[src/rtl/baud_pkg.sv]
package baud_pkg;
  localparam int DIV_W     = 16;
  localparam int BYTE_W    = 8;
  localparam int PRE_RATIO = 4;
  localparam int OS_WIDE   = 16;
  localparam int OS_NARROW = 8;

  typedef enum logic {
    OS_X16 = 1'b0,
    OS_X8  = 1'b1
  } os_mode_e;
endpackage

[src/rtl/brg_prescaler.sv]
module brg_prescaler #(
  parameter int RATIO = 4
) (
  input  logic clk,
  input  logic rst,
  input  logic restart,
  input  logic enable_div,
  output logic pre_en
);
  localparam int CW = (RATIO > 1) ? $clog2(RATIO) : 1;
  localparam logic [CW-1:0] LAST = CW'(RATIO - 1);

  logic [CW-1:0] pcnt;

  assign pre_en = enable_div ? (pcnt == LAST) : 1'b1;

  always_ff @(posedge clk) begin
    if (rst || restart || !enable_div) begin
      pcnt <= '0;
    end else if (pcnt == LAST) begin
      pcnt <= '0;
    end else begin
      pcnt <= pcnt + 1'b1;
    end
  end
endmodule

[src/rtl/brg_divider.sv]
module brg_divider #(
  parameter int W = 16
) (
  input  logic         clk,
  input  logic         rst,
  input  logic         restart,
  input  logic         pre_en,
  input  logic [W-1:0] divisor,
  output logic         fire
);
  logic [W-1:0] cnt;
  logic [W-1:0] eff_m1;
  logic         at_end;

  // A zero divisor is promoted to one: its terminal count is also zero.
  assign eff_m1 = (divisor == '0) ? '0 : divisor - 1'b1;
  assign at_end = (cnt >= eff_m1);
  assign fire   = pre_en && at_end && !restart;

  always_ff @(posedge clk) begin
    if (rst || restart) begin
      cnt <= '0;
    end else if (pre_en) begin
      cnt <= at_end ? '0 : cnt + 1'b1;
    end
  end
endmodule

[src/rtl/brg_bitcount.sv]
module brg_bitcount #(
  parameter int WIDE   = 16,
  parameter int NARROW = 8
) (
  input  logic clk,
  input  logic rst,
  input  logic restart,
  input  logic fire,
  input  logic narrow,
  output logic bit_tick
);
  localparam int BW = $clog2(WIDE);

  logic [BW-1:0] bcnt;
  logic [BW-1:0] last;
  logic          wrap;

  assign last = narrow ? BW'(NARROW - 1) : BW'(WIDE - 1);
  assign wrap = (bcnt >= last);

  always_ff @(posedge clk) begin
    if (rst || restart) begin
      bcnt     <= '0;
      bit_tick <= 1'b0;
    end else begin
      bit_tick <= fire && wrap;
      if (fire) begin
        bcnt <= wrap ? '0 : bcnt + 1'b1;
      end
    end
  end
endmodule

[src/rtl/uart_baud_gen.sv]
module uart_baud_gen
  import baud_pkg::*;
#(
  parameter int DW     = DIV_W,
  parameter int BW     = BYTE_W,
  parameter int PRE    = PRE_RATIO,
  parameter int OS_HI  = OS_WIDE,
  parameter int OS_LO  = OS_NARROW
) (
  input  logic          clk,
  input  logic          rst,
  input  logic [BW-1:0] div_hi,
  input  logic [BW-1:0] div_lo,
  input  logic          div_hi_we,
  input  logic          div_lo_we,
  input  logic          pre_div4,
  input  logic          os_8x,
  output logic          sample_tick,
  output logic          bit_tick
);
  localparam int HI_W = DW - BW;

  logic          restart;
  logic          pre_en;
  logic          fire;
  logic [DW-1:0] divisor;
  os_mode_e      mode;

  assign restart = div_hi_we || div_lo_we;
  assign divisor = {div_hi[HI_W-1:0], div_lo};
  assign mode    = os_mode_e'(os_8x);

  brg_prescaler #(.RATIO(PRE)) u_pre (
    .clk        (clk),
    .rst        (rst),
    .restart    (restart),
    .enable_div (pre_div4),
    .pre_en     (pre_en)
  );

  brg_divider #(.W(DW)) u_div (
    .clk     (clk),
    .rst     (rst),
    .restart (restart),
    .pre_en  (pre_en),
    .divisor (divisor),
    .fire    (fire)
  );

  brg_bitcount #(.WIDE(OS_HI), .NARROW(OS_LO)) u_bit (
    .clk      (clk),
    .rst      (rst),
    .restart  (restart),
    .fire     (fire),
    .narrow   (mode == OS_X8),
    .bit_tick (bit_tick)
  );

  always_ff @(posedge clk) begin
    if (rst) begin
      sample_tick <= 1'b0;
    end else begin
      sample_tick <= fire;
    end
  end
endmodule

[config.mk]
export PLATFORM = sky130hd
export DESIGN_NAME = uart_baud_gen
export DESIGN_NICKNAME = d
export VERILOG_FILES = /design/src/rtl/baud_pkg.sv /design/src/rtl/brg_prescaler.sv /design/src/rtl/brg_divider.sv /design/src/rtl/brg_bitcount.sv /design/src/rtl/uart_baud_gen.sv
export SDC_FILE = /design/constraint.sdc
export NUM_CORES = 1
export LEC_CHECK = 0
export CORE_ASPECT_RATIO = 0.75
export CORE_MARGIN = 2
export CORE_UTILIZATION = 45
export CTS_CLUSTER_DIAMETER = 30
export DETAILED_ROUTE_END_ITERATION = 7
export GPL_ROUTABILITY_DRIVEN = 0
export HOLD_SLACK_MARGIN = 0.02
export PLACE_DENSITY_LB_ADDON = 0.05
export SYNTH_ARGS = -nofsm -noshare
export SYNTH_HDL_FRONTEND = slang
export SYNTH_HIERARCHICAL = 1
export SYNTH_SLANG_ARGS = --single-unit
[constraint.sdc]
create_clock -name clk -period 8.3 [get_ports clk]
set_clock_uncertainty 0.2 [all_clocks]
set_input_delay 1.245 -clock clk [delete_from_list [all_inputs] [get_ports clk]]
set_output_delay 1.245 -clock clk [all_outputs]
set_load 0.005 [all_outputs]
==> run summary <==
initial DRC count = 87
Sink Count = 24
WP data arrival = 5560 ps
fin. max-slew vios = 0
deepest clock path buffer count = 2
Slew @ Worst Pin = 707 ps
CP max stage delay = 560 ps
Slowest cell on crit path = nor3_1
Synth cell types = 44
diodes inserted = 0
CTS Hold Buffers Added = 0
CP Class = in2reg
share of flip-flops with an asynchronous set or reset = 0%
CP startpoint kind = input port
Post-synth EDFFs = 0
Leakage = 0.817 nW
DRC = 0
final worst slack = 2720 ps
vias in the first global route = 1441
Synth Warn # = 6
Max Cap Viol = 0
total CTS buffers = 3
Post-DRT Antenna Nets = 0
initial core utilization = 46.1%
root buffer cell = clkbuf_8
syn_nets = 260
Peak VDD IR = 0.0585 mV
Rel. slew slack = 52.5%
Setup WS pre-CTS = 2490 ps
Post-Route Utilization = 54.0%
Top cell by count, worst path = nand2_1
TritonRoute pass-1 iters = 4
Avg Vias per Cell = 5.35
Final Power = 0.217 mW
die area = 4630 µm²
clock period minus worst slack = 5580 ps
H-tree lvl count = 1
CTS tree = yes
core area = 4000 µm²
crit-path cells = clkdlybuf4s50_1 > nor4_1 > nand2_1 > nor2_1 > nand4b_1 > nand2_1 > ha_1 > nand4_1 > or2_1 > o41ai_2 > nor3_2 > nor3_1 > and2_1 > a41oi_1 > a311oi_1
Clk Latency, worst-skew pair = 260 ps
Achievable Freq = 0.179 GHz
GRT Overall Usage = 17.8%
Max Fanout on Critical Path = 16
area grow syn2layout = 17.2%
DP HPWL = 3250 µm
PwrDens = 101 nW/µm²
WP data required = 8270 ps
endpoint class of the critical path = flip-flop
Die Y = 59.5 µm
ys flop type = dfxtp_1
Yosys reg bits = 24
final wirelength = 3900 µm
Final Hold Vio Count = 0
synthesized area per cell = 8.54 µm²
Post-CTS Resized = 0
Hold Crit Class = reg2reg
WHS Path Cells = 1
outcome = finished clean
IO Pins = 24
Vias = 1574
RSZ-0062 raised after global routing = no
die extent in x = 77.9 µm
initial antenna violation count = 0
period utilization = 67.2%
Reg2Reg Depth = 9
share of cells above drive strength 1 = 9.21%
FP Rows = 20
Syn Inst Count = 216
first-pass GRT wire length = 6630 µm
IO buf count = 23
Post-CTS Setup Inserts = 0
Post-Syn Area = 1850 µm²
final setup fails = 0
largest net degree at the start of global routing = 17
setup TNS = 0 ps
drt wl/cell = 13.3 µm
Nets = 285
Congestion Overflow GR = 0
register area share after synthesis = 26.0%
Clock transition at path regs = 80 ps
## final timing paths
path	startpoint	endpoint	slack (ps)
max reg2reg	u_div/cnt[15]	u_bit/bcnt[3]	5180
max	div_hi[1]	u_bit/bcnt[3]	2720
min	u_pre/pcnt[0]	u_pre/pcnt[0]	230
min reg2reg	u_pre/pcnt[0]	u_pre/pcnt[0]	230
## cell type report
cell class	count	area [µm²]
multi-input combinational	184	1320
tap	55	68.8
sequential	24	480
inverter	5	20.0
fill	373	1840
clock buffer	3	41.3
timing repair buffer	23	230
## synthesized netlist by cell type, types with 2 or more instances
| library cell | number | area [µm²] |
|---|---|---|
| nand2_1 | 31 | 116 |
| dfxtp_1 | 24 | 480 |
| ha_1 | 22 | 275 |
| nor2_1 | 20 | 75.1 |
| xor2_1 | 16 | 140 |
| xnor2_1 | 13 | 114 |
| nor2_2 | 10 | 62.6 |
| nor3_1 | 10 | 50.1 |
| nand3_1 | 8 | 40.0 |
| nand4_1 | 8 | 50.1 |
| a21oi_1 | 6 | 30.0 |
| inv_1 | 4 | 15.0 |
| mux2i_1 | 3 | 30.0 |
| nand2b_1 | 3 | 18.8 |
| nor4_1 | 3 | 18.8 |
| a31oi_1 | 2 | 12.5 |
| and2_1 | 2 | 12.5 |
| and3_1 | 2 | 12.5 |
| and4_1 | 2 | 17.5 |
| or2_1 | 2 | 12.5 |
| or3_1 | 2 | 12.5 |
## flip-flops by register name, summed over array words and instances (netlist names)
register,cells
u_bit/bit_tick,1
sample_tick,1
u_bit/bcnt,4
u_div/cnt,16
u_pre/pcnt,2
## layout by cell type, fill, tap and decap left out, types with 2 or more instances in the layout
master           Yosys  final
nor4_1               3      3
dfxtp_1             24     24
a31oi_1              2      2
nor3_1              10     10
nand4_1              8      8
clkdlybuf4s50_1      0     23
nand2_1             31     31
and3_1               2      2
or3_1                2      2
and4_1               2      2
inv_1                4      4
nand3_1              8      8
and2_1               2      2
mux2i_1              3      3
clkbuf_8             0      3
xor2_1              16     16
nand2b_1             3      3
ha_1                22     22
or2_1                2      2
nor2_2              10     10
xnor2_1             13     13
nor2_1              20     20
a21oi_1              6      6
## critical path: cells and delay by family
family,cells,cell delay (ps)
AOI/OAI and AO/OA,3,830
buffers and inverters,1,500
adders and majority gates,1,180
and+or+nand+nor,10,2800
## logic make-up after synthesis
logic type	synth area share, %
simple gates	33.4
flops	26.0
compound gates	7.87
buf+inv	2.37
mux	1.63
xor+xnor	13.8
fa+ha+maj	14.9
## stage by stage
step | cells | hold WS [ps] | area, µm²
floorplan | 216 | 204 | 1850
global placement | 291 | 218 | 2120
detailed placement | 291 | 223 | 2120
CTS | 294 | 236 | 2160
global route | 294 | 254 | 2160
finish | 294 | 230 | 2160
## metal layers
| layer | global-route usage (%) | share of wire [%] |
|---|---|---|
| met5 | 0 | 0 |
| met1 | 25.8 | 51 |
| met3 | 3.96 | 3.7 |
| met2 | 27.7 | 44 |
| met4 | 3.01 | 0.44 |
## power breakdown
part | internal, mW | switching (mW)
registers | 0.115 | 0.000419
logic | 0.0181 | 0.0173
clock network | 0.0324 | 0.0339
total | 0.166 | 0.0516
(Power assumes the default switching activity.)
